## config.mk

```make
export PLATFORM = sky130hd
export DESIGN_NAME = i2c_tag_seq
export DESIGN_NICKNAME = d
export VERILOG_FILES = /design/src/rtl/i2c_tag_pkg.sv /design/src/rtl/i2c_tag_blkctr.sv /design/src/rtl/i2c_tag_builder.sv /design/src/rtl/i2c_tag_seq.sv
export SDC_FILE = /design/constraint.sdc
export NUM_CORES = 1
export LEC_CHECK = 0
export BUFFER_PORTS_ARGS = -buffer_cell sky130_fd_sc_hd__clkbuf_2
export CAP_MARGIN = 30
export CORE_AREA = 2 2 86 88
export CTS_BUF_LIST = sky130_fd_sc_hd__clkbuf_8
export DETAILED_ROUTE_END_ITERATION = 6
export DIE_AREA = 0 0 88 90
export MAX_ROUTING_LAYER = met4
export PLACE_DENSITY = 0.68
export SLEW_MARGIN = 25
export SYNTH_ARGS = -nofsm -noshare
export SYNTH_HDL_FRONTEND = slang
export SYNTH_SLANG_ARGS = --single-unit
```

## constraint.sdc

```tcl
create_clock -name clk -period 2.7 [get_ports clk]
set_clock_uncertainty 0.05 [all_clocks]
set_input_delay 0.675 -clock clk [delete_from_list [all_inputs] [get_ports clk]]
set_output_delay 0.675 -clock clk [all_outputs]
set_load 0.01 [all_outputs]
```

## src/rtl/i2c_tag_pkg.sv

```systemverilog
package i2c_tag_pkg;

  localparam logic [7:0] TAG_START   = 8'h81;
  localparam logic [7:0] OP_WR       = 8'h82;
  localparam logic [7:0] OP_WR_STOP  = 8'h83;
  localparam logic [7:0] OP_RD       = 8'h85;
  localparam logic [7:0] OP_RD_STOP  = 8'h87;

  typedef enum logic [1:0] {
    ST_IDLE = 2'd0,
    ST_EMIT = 2'd1,
    ST_WAIT = 2'd2
  } seq_state_e;

  // opcode for a block: stop flavour only on the final block
  function automatic logic [7:0] op_code(input logic rd, input logic last);
    if (rd) return last ? OP_RD_STOP : OP_RD;
    else    return last ? OP_WR_STOP : OP_WR;
  endfunction

  // number of tag bytes in a block
  function automatic logic [2:0] tag_total(input logic first, input logic ten);
    if (!first) return 3'd2;
    return ten ? 3'd5 : 3'd4;
  endfunction

  // tag byte at position pos within a block
  function automatic logic [7:0] tag_at(input logic [2:0] pos, input logic first,
                                        input logic ten, input logic [7:0] lo,
                                        input logic [7:0] hi, input logic [7:0] op,
                                        input logic [7:0] lenb);
    if (!first) return (pos == 3'd0) ? op : lenb;
    case (pos)
      3'd0:    return TAG_START;
      3'd1:    return lo;
      3'd2:    return ten ? hi : op;
      3'd3:    return ten ? op : lenb;
      default: return lenb;
    endcase
  endfunction

endpackage

```

## src/rtl/i2c_tag_blkctr.sv

```systemverilog
module i2c_tag_blkctr #(
  parameter int LEN_W     = 16,
  parameter int BLK_BYTES = 256,
  localparam int BLK_SHIFT = $clog2(BLK_BYTES),
  localparam int IDX_W     = LEN_W - BLK_SHIFT,
  localparam int CNT_W     = BLK_SHIFT + 1
) (
  input  logic             clk,
  input  logic             rst_n,
  input  logic             load,
  input  logic [LEN_W-1:0] len_in,
  input  logic             advance,
  input  logic             active,
  output logic [IDX_W-1:0] blk_idx,
  output logic [CNT_W-1:0] blk_cnt,
  output logic             last_blk
);

  logic [LEN_W-1:0] remaining;
  logic             big;

  assign big      = remaining > LEN_W'(BLK_BYTES);
  assign last_blk = !big;
  assign blk_cnt  = big ? CNT_W'(BLK_BYTES) : remaining[CNT_W-1:0];

  always_ff @(posedge clk or negedge rst_n) begin
    if (!rst_n) begin
      remaining <= '0;
      blk_idx   <= '0;
    end else if (load) begin
      remaining <= len_in;
      blk_idx   <= '0;
    end else if (advance) begin
      remaining <= remaining - LEN_W'(blk_cnt);
      blk_idx   <= blk_idx + IDX_W'(1);
    end
  end


  cnt_range_chk: assert property (@(posedge clk) disable iff (!rst_n)
    active |-> (blk_cnt != '0) && (blk_cnt <= CNT_W'(BLK_BYTES)));

endmodule

```

## src/rtl/i2c_tag_builder.sv

```systemverilog
module i2c_tag_builder #(
  parameter int ADDR_W = 10,
  parameter int CNT_W  = 9
) (
  input  logic [ADDR_W-1:0] addr,
  input  logic              rd,
  input  logic              ten,
  input  logic              first,
  input  logic              last,
  input  logic [CNT_W-1:0]  cnt,
  input  logic [2:0]        pos,
  output logic [7:0]        tag,
  output logic [2:0]        ntags
);
  import i2c_tag_pkg::*;

  logic [ADDR_W:0] aword;
  logic [7:0]      lo, hi, op, lenb;

  assign aword = {addr, rd};
  assign lo    = aword[7:0];
  assign hi    = 8'(aword >> 8);
  assign op    = op_code(rd, last);
  assign lenb  = 8'(cnt);       // 256 wraps to 0
  assign ntags = tag_total(first, ten);
  assign tag   = tag_at(pos, first, ten, lo, hi, op, lenb);

endmodule

```

## src/rtl/i2c_tag_seq.sv

```systemverilog
module i2c_tag_seq #(
  parameter int ADDR_W    = 10,
  parameter int LEN_W     = 16,
  parameter int BLK_BYTES = 256,
  localparam int BLK_SHIFT = $clog2(BLK_BYTES),
  localparam int IDX_W     = LEN_W - BLK_SHIFT,
  localparam int CNT_W     = BLK_SHIFT + 1
) (
  input  logic              clk,
  input  logic              rst_n,
  input  logic              req_valid,
  output logic              req_ready,
  input  logic [ADDR_W-1:0] req_addr,
  input  logic              req_read,
  input  logic              req_ten,
  input  logic [LEN_W-1:0]  req_len,
  output logic              err_pulse,
  output logic              tag_valid,
  input  logic              tag_ready,
  output logic [7:0]        tag_byte,
  output logic [IDX_W-1:0]  tag_blk_idx,
  output logic [CNT_W-1:0]  tag_blk_cnt,
  output logic              block_done,
  input  logic              block_ack,
  output logic              busy
);
  import i2c_tag_pkg::*;

  seq_state_e        state;
  logic [2:0]        pos;
  logic [2:0]        ntags;
  logic [ADDR_W-1:0] addr_q;
  logic              rd_q, ten_q;
  logic              last_blk;
  logic              err_q, done_q;

  // named internal events
  logic accept, zero_req, start_msg, fire, end_of_blk, first_blk;

  assign req_ready  = (state == ST_IDLE);
  assign busy       = (state != ST_IDLE);
  assign tag_valid  = (state == ST_EMIT);
  assign accept     = req_valid && req_ready;
  assign zero_req   = accept && (req_len == '0);
  assign start_msg  = accept && (req_len != '0);
  assign fire       = tag_valid && tag_ready;
  assign end_of_blk = fire && (pos == ntags - 3'd1);
  assign first_blk  = (tag_blk_idx == '0);
  assign err_pulse  = err_q;
  assign block_done = done_q;

  i2c_tag_blkctr #(.LEN_W(LEN_W), .BLK_BYTES(BLK_BYTES)) u_ctr (
    .clk(clk), .rst_n(rst_n), .load(start_msg), .len_in(req_len),
    .advance(end_of_blk), .active(tag_valid), .blk_idx(tag_blk_idx),
    .blk_cnt(tag_blk_cnt), .last_blk(last_blk)
  );

  i2c_tag_builder #(.ADDR_W(ADDR_W), .CNT_W(CNT_W)) u_bld (
    .addr(addr_q), .rd(rd_q), .ten(ten_q), .first(first_blk), .last(last_blk),
    .cnt(tag_blk_cnt), .pos(pos), .tag(tag_byte), .ntags(ntags)
  );

  always_ff @(posedge clk or negedge rst_n) begin
    if (!rst_n) begin
      state  <= ST_IDLE;
      pos    <= '0;
      addr_q <= '0;
      rd_q   <= 1'b0;
      ten_q  <= 1'b0;
      err_q  <= 1'b0;
      done_q <= 1'b0;
    end else begin
      err_q  <= zero_req;
      done_q <= end_of_blk;
      case (state)
        ST_IDLE: if (start_msg) begin
          state  <= ST_EMIT;
          pos    <= '0;
          addr_q <= req_addr;
          rd_q   <= req_read;
          ten_q  <= req_ten;
        end
        ST_EMIT: if (end_of_blk) begin
          pos   <= '0;
          state <= last_blk ? ST_IDLE : ST_WAIT;
        end else if (fire) begin
          pos <= pos + 3'd1;
        end
        ST_WAIT: if (block_ack) state <= ST_EMIT;
        default: state <= ST_IDLE;
      endcase
    end
  end


  hold_chk: assert property (@(posedge clk) disable iff (!rst_n)
    tag_valid && !tag_ready |=> tag_valid && $stable(tag_byte) &&
      $stable(tag_blk_idx) && $stable(tag_blk_cnt));


  done_pulse_chk: assert property (@(posedge clk) disable iff (!rst_n)
    block_done |=> !block_done);


  err_idle_chk: assert property (@(posedge clk) disable iff (!rst_n)
    err_pulse |-> !busy && !tag_valid && !block_done);


  busy_rise_chk: assert property (@(posedge clk) disable iff (!rst_n)
    $rose(busy) |-> $past(req_valid) && $past(req_len != '0));


  wait_chk: assert property (@(posedge clk) disable iff (!rst_n)
    (state == ST_WAIT) && !block_ack |=> !tag_valid);

endmodule

```

==> impl_metrics.tcl, run 1 <==
set metrics [dict create \
    post_drt_wl_per_cell_microns 14.9 \
    routed_wl_microns 7800 \
    crit_path_cell_trace "or4_4 -> or4_4 -> or2_4 -> a211o_1 -> a21oi_2 -> buf_2" \
    finalHoldViolations 0 \
    critPathLaunchType "register" \
    ys_ff_latch 43 \
    synthArstFlopShare_pct 100 \
    slowest_stage "or4_4" \
    path_delay_family "simple AND/OR/NAND/NOR gates" \
    endpoint_kind "output port" \
    place_area_sq_um 3530 \
    num_antenna_cells 0 \
    synth_edf_count 0 \
    synth-seq-area-share_pct 39.2 \
    tightest_slew_ps 577 \
    synth_common_cells "nand2_1 (59), dfrtp_1 (43), inv_1 (16), a21oi_1 (15), nor2_1 (14)" \
    drt_iter0_markers 132 \
    rsz0062_at_grt "yes" \
    pre_cts_ws_ps -351 \
    clk_pin_slew_ps 80 \
    timing_worst_setup_path_type "register to output port" \
    clk-insertion-delay-late_ps 290 \
    die_area_sq_um 7920 \
    synthCells 322 \
    synth_ff_type "dfrtp_1" \
    cts_buffer_depth 2 \
    failed_checks "negative setup slack" \
    maxCapViolCount 0 \
    cp_common_cell "or4_4" \
    grt_pass1_wl_microns 13500 \
    synthMostInstantiatedCell "nand2_1" \
    yosysTopAreaCell "dfrtp_1" \
    syn-num-nets 363 \
    dp_hpwl_microns 5980 \
    crit_fanout 4 \
    place_congestion 0.891 \
    die_w_microns 88 \
    num_vias 2815 \
    p_leak_nw 1.75 \
    first_global_vias 2827 \
    syn2layout_area_growth_pct 32.9 \
    portBuffers 62 \
    finalCriticalPeriod_ps 3240 \
    ys_warn_count 0 \
    finalMaxSlewViolations 0 \
    grt_use_total_pct 21.5 \
    relSlewSlack_pct 60.5 \
    syn_avg_cell_area_sq_um 8.53 \
    cp_slowest_stage_delay_ps 540 \
    power_density_nw_per_um2 983 \
    clock.fmax_mhz 309 \
    root_buffer "clkbuf_8" \
    fin_area_sq_um 3650 \
    fillers 663 \
    use_met1_pct 27.8 \
    post_drt_via_cell_ratio 5.36 \
    antenna_found_initial 0 \
    synth_area_sq_um 2750 \
    cts-buffers-inserted 5 \
    row_count 31 \
    antenna_left 0 \
    htreeDepth 2 \
    grt-busiest-layer "met2" \
    cts_tree "built" \
    drive_gt1_share_pct 31.9 \
    finalNetCount 468 \
    worst_slack_ps -537 \
    core_sq_um 7020 \
    cp.required_ps 1980 \
    arrival_ps 2510 \
    placed_cells 518 \
    stdcell_count 525 \
    run_status "finished with violations" \
    drt_pass1_iterations 4 \
    globalRouteMet2Util_pct 35.5 \
    hold_class "input port to asynchronous set/reset pin" \
    synthDominantCellAreaShare_pct 39.2 \
    critical_path_buf_inv_count 1 \
    ys_types 56 \
    top_level_ports 63 \
    route.detailed.drc 0 \
    grt_use_met3_pct 3.12 \
    start_util_pct 39.1 \
    fin_tns_setup_ps -5920 \
    cts.sinks 43 \
    fin_crit_sh_pct 120 \
    grt-ovfl-total 0 \
    grt_max_degree 23 \
    setup-violations-final 14 \
    total_power_mw 3.59 \
    fp.dieH_microns 90 \
    vdd_ir_drop_max_mv 0.384 \
    synthTopCellsByArea "dfrtp_1 (39%), nand2_1 (8.1%), ha_1 (3.6%)" \
]
-- layout by cell type (no fill, tap or decap), types with 3 or more instances in the layout --
master	synthesis	layout
o21ai_0	5	5
nor2b_1	10	9
buf_2	2	6
buf_4	1	52
xnor2_1	4	4
nand2b_1	3	3
dfrtp_1	43	43
and2_1	6	6
clkbuf_2	0	55
or4_1	7	5
nor2_1	14	13
o31ai_1	7	5
nand4_1	3	3
a21oi_1	15	14
ha_1	8	8
nand3_1	12	12
nor4_1	9	9
inv_1	16	17
o21ai_1	12	11
a32oi_1	3	3
a211oi_1	3	3
clkbuf_8	0	5
a31oi_1	3	3
nand2_1	59	59
and3_1	3	3
mux2i_1	6	6
nor3_1	7	6
a22o_1	6	6
a221o_1	3	3
-- flip-flops by register name (all words and copies together) (netlist names) --
name	cells
ten_q	1
addr_q	10
u_ctr.blk_idx	8
err_pulse	1
pos	3
state	2
block_done	1
rd_q	1
u_ctr.remaining	16
-- cell families (layout without fill, tap and decap cells) --
group	count (synthesis)	in the layout	synth area share (%)
AOI/OAI and AO/OA	85	85	23.3
xor gates and xnor gates	4	4	1.28
adders and majority gates	8	8	3.65
buffers and inverters	34	138	4.88
DFF	43	43	39.2
muxes	7	7	2.60
other	1	1	0.137
and+or+nand+nor	140	140	24.9
-- layer usage --
metal,vias up,wire length [microns]
met4,0,89
met2,69,3920
li1,1378,-
met1,1359,3460
met5,-,0
met3,9,323
-- worst paths after layout --
check	start	endpoint	slack [ps]	depth (start not counted)
max	u_ctr.remaining[12]	tag_byte[0]	-540	6
min	rst_n	err_pulse	330	1
max reg2reg	u_ctr.remaining[12]	u_ctr.remaining[0]	200	7
min reg2reg	addr_q[9]	addr_q[9]	440	2
max in group asynchronous	rst_n	u_ctr.blk_idx[0]	1740	2
min in group clk	addr_q[9]	addr_q[9]	440	2
-- through the flow --
step / util [%] / hold slack, ps
after floorplan: - / 329
after global placement: 50.3 / 415
after detailed placement: 50.3 / 418
after CTS: 51.8 / 352
after global routing: 52.0 / 369
final: 52.0 / 330
-- area by class of cell --
cell class / instances / area [sq um] / share of cell area [%]
Multi-Input combinational cell: 245 / 1590 / 43.6
Sequential cell: 43 / 1080 / 29.5
Timing Repair Buffer: 114 / 716 / 19.6
Tap cell: 99 / 124 / 3.40
Clock buffer: 5 / 68.8 / 1.89
Inverter: 18 / 67.6 / 1.85
Clock inverter: 1 / 3.75 / 0.103
-- timing repair --
item,CTS,global route
gates cloned,0,0
setup endpoints to repair,14,14
buffers inserted,0,1
hold buffers,0,0
pin swaps,2,3
resized for setup,8,6
-- power by group --
part / switching (mW) / internal (mW) / total (mW)
logic: 1.14 / 0.958 / 2.10
registers: 0.222 / 0.880 / 1.10
clock network: 0.217 / 0.169 / 0.386
-- worst register-to-register path: cells and delay by family, from the launching register on --
| family | cells | cell delay [ps] |
|---|---|---|
| AOI/OAI and AO/OA | 1 | 120 |
| buffers and inverters | 2 | 290 |
| DFF | 1 | 380 |
| and+or+nand+nor | 4 | 1540 |
(Power assumes the default switching activity.)
==> run 2, diff against run 1 <==
--- a/config.mk
+++ b/config.mk
@@ -5,14 +5,15 @@
 export SDC_FILE = /design/constraint.sdc
 export NUM_CORES = 1
 export LEC_CHECK = 0
+export ABC_AREA = 1
 export BUFFER_PORTS_ARGS = -buffer_cell sky130_fd_sc_hd__clkbuf_2
 export CAP_MARGIN = 30
-export CORE_AREA = 2 2 86 88
+export CORE_AREA = 2 2 88 90
 export CTS_BUF_LIST = sky130_fd_sc_hd__clkbuf_8
 export DETAILED_ROUTE_END_ITERATION = 6
-export DIE_AREA = 0 0 88 90
+export DIE_AREA = 0 0 90 92
 export MAX_ROUTING_LAYER = met4
-export PLACE_DENSITY = 0.68
+export PLACE_DENSITY = 0.67
 export SLEW_MARGIN = 25
 export SYNTH_ARGS = -nofsm -noshare
 export SYNTH_HDL_FRONTEND = slang
==> run 2 against run 1 <==
  * Synthesized area grew 4.0%
  * Cell count grew 12%
  * Largest cell class unchanged
  * Critical path type unchanged
  * Combinational power grew 5%
  * Critical path depth grew 5
  * Clock-buffer cell count is the same
  * Via count grew 0.39%
  * Fmax grew 19%
  * Wire length shrank 4.0%
  * Clock power grew 56%
  * The flow still finishes with violations (negative setup slack)
  * Hold slack gained 67 ps
  * Critical endpoint is now tag_byte[7]
==> impl_metrics.tcl, run 2 <==
set metrics [dict create \
    run_status "finished with violations" \
    failed_checks "negative setup slack" \
    hold_class "input port to asynchronous set/reset pin" \
    rr_worst_depth 13 \
    cts.sinks 43 \
    row_count 32 \
    synthTopCellsByArea "dfrtp_1 (38%), nand2_1 (17%), nand3_1 (6.1%)" \
    ys_ff_latch 43 \
    p_leak_nw 1.91 \
    cp.required_ps 1980 \
    synthDominantCellAreaShare_pct 37.7 \
    drive_gt1_share_pct 26.6 \
    die_w_microns 90 \
    route.detailed.drc 0 \
    use_met1_pct 24.0 \
    maxCapViolCount 0 \
    place_congestion 0.919 \
    routed_wl_microns 7490 \
    drt_iter0_markers 132 \
    power_density_nw_per_um2 1100 \
    top_level_ports 63 \
    reg_top3 "u_ctr.remaining: 16 flops, addr_q: 10 flops, u_ctr.blk_idx: 8 flops" \
    synth_edf_count 0 \
    finalMaxSlewViolations 0 \
    syn_avg_cell_area_sq_um 7.01 \
    r2r-end "u_ctr.remaining[0]" \
    synthArstFlopShare_pct 100 \
    synth_area_sq_um 2850 \
    finalNetCount 525 \
    synth-seq-area-share_pct 37.7 \
    num_vias 2826 \
    rrSetupSlack_ps 570 \
    yosysTopAreaCell "dfrtp_1" \
    cts_tree "built" \
    num_antenna_cells 0 \
    grt_pass1_wl_microns 12500 \
    whs_ps 397 \
    grt_use_met3_pct 3.20 \
    htreeDepth 2 \
    mostFrequentLayoutCell "nand2_1" \
    worst_slack_ps -12.4 \
    synthMostInstantiatedCell "nand2_1" \
    p_comb_share_pct 56.2 \
    antenna_found_initial 0 \
    cts-buffers-inserted 5 \
    cts_buffer_depth 2 \
    post_drt_wl_per_cell_microns 12.8 \
    core_sq_um 7450 \
    finalHoldViolations 0 \
    synthCells 407 \
    total_power_mw 3.93 \
    timing_worst_setup_path_type "register to output port" \
    rsz0062_at_grt "yes" \
    clk-insertion-delay-late_ps 300 \
    seqPwrFrac_pct 28.4 \
    critPathLaunchType "register" \
    largest_reg_flops 16 \
    root_buffer "clkbuf_8" \
    tightest_slew_ps 563 \
    ys_types 35 \
    syn2layout_area_growth_pct 25.2 \
    die_area_sq_um 8280 \
    crit_fanout 3 \
    timing.rr.start "u_ctr.blk_idx[0]" \
    grt-busiest-layer "met2" \
    grt-ovfl-total 0 \
    endpoint_kind "output port" \
    clkPwrFrac_pct 15.4 \
    dp_hpwl_microns 5650 \
    switching_share_pct 46.9 \
    antenna_left 0 \
    arrival_ps 1990 \
    layout.cells.most_common_list "nand2_1 (124), clkbuf_2 (59), dfrtp_1 (43), inv_1 (41), nor2_1 (37)" \
    largest_register "u_ctr.remaining" \
    portBuffers 62 \
    ys_warn_count 0 \
    first_global_vias 2707 \
    globalRouteMet2Util_pct 31.6 \
    setup-violations-final 2 \
    relSlewSlack_pct 62.4 \
    grt_max_degree 44 \
    fp.dieH_microns 92 \
    clock.fmax_mhz 369 \
    fin_util_pct 48.0 \
    fin_crit_sh_pct 100 \
    switchingPower_mw 1.84 \
    drt_pass1_iterations 4 \
    finalCriticalPeriod_ps 2710 \
    synth_ff_type "dfrtp_1" \
    start_util_pct 38.3 \
    syn-num-nets 448 \
    grt_use_total_pct 19.0 \
    vdd_ir_drop_max_mv 0.352 \
    clk_pin_slew_ps 90 \
    post_drt_via_cell_ratio 4.81 \
    cell_internal_pwr_mw 2.09 \
    fin_tns_setup_ps -22.4 \
    synth_common_cells "nand2_1 (130), inv_1 (44), dfrtp_1 (43), nor2_1 (42), nand3_1 (35)" \
]
run 2: cell count changes after synthesis, sizes merged, moves of 12 or more:
cell	change
clkbuf	-12
inv	+33
nand2	+78
nand3	+23
nor2	+33
run 2: cells by family (layout without fill, tap and decap cells):
kind of cell | after synthesis | in the layout | synth area share [%]
compound gates | 49 | 49 | 10.7
flops | 43 | 43 | 37.7
xor+xnor | 6 | 6 | 1.84
simple gates | 239 | 239 | 37.1
buf+inv | 61 | 139 | 8.94
other cells | 1 | 1 | 0.131
fa+ha+maj | 8 | 8 | 3.51
run 2: stage by stage:
stage          instances  instance area (sq um)  setup slack (ps)
2_1_floorplan        407                   2850               271
4_1_cts              584                   3520             -25.9
3_3_place_gp         573                   3320               112
6_report             587                   3570             -12.4
5_1_grt              587                   3570              -188
3_5_place_dp         573                   3320              35.8
run 2: worst max path at each step:
stage                             start          end  cells past startpoint
floorplan                        pos[0]  tag_byte[3]                      7
global placement                 pos[0]  tag_byte[3]                      8
global route        u_ctr.remaining[12]  tag_byte[1]                     12
finish                           pos[0]  tag_byte[7]                     11
detailed placement               pos[0]  tag_byte[3]                      8
CTS                              pos[0]  tag_byte[7]                     11
run 2: final cells by class:
cell class                 count  area, sq um
fill                         778         3870
sequential                    43         1080
clock buffer                   5         68.8
inverter                      53          209
multi-input combinational    303         1590
clock inverter                 3         67.6
timing repair buffer          78          430
tap                          102          128
run 2: worst max-delay path, cell delays in order, from the launching register on:
cell and delay, ps:
dfrtp_1 410, ha_2 220, ha_4 160, inv_2 50, nand4_1 100, buf_4 140
nand2_1 70, a211oi_2 190, nand2_1 80, o211ai_1 80, nand2_1 70, clkbuf_2 130
run 2: timing repair:
action,CTS,global route
resized for setup,17,14
pin swaps,4,10
hold buffers,0,0
setup endpoints to repair,8,9
buffers inserted,3,3
cloned,0,0
run 2: power groups by stage:
stage          logic (mW)  clock network, mW  registers [mW]
2_1_floorplan        1.48                  0            1.07
3_3_place_gp         2.01                  0            1.10
3_5_place_dp         2.05                  0            1.12
4_1_cts              2.16              0.618            1.11
5_1_grt              2.50              0.644            1.15
6_report             2.21              0.604            1.12
run 2: per-layer routing:
| metal | routed length [microns] | share of wire [%] |
|---|---|---|
| met5 | 0 | 0 |
| met4 | 125 | 1.7 |
| met3 | 307 | 4.1 |
| met2 | 3630 | 48 |
| met1 | 3430 | 46 |
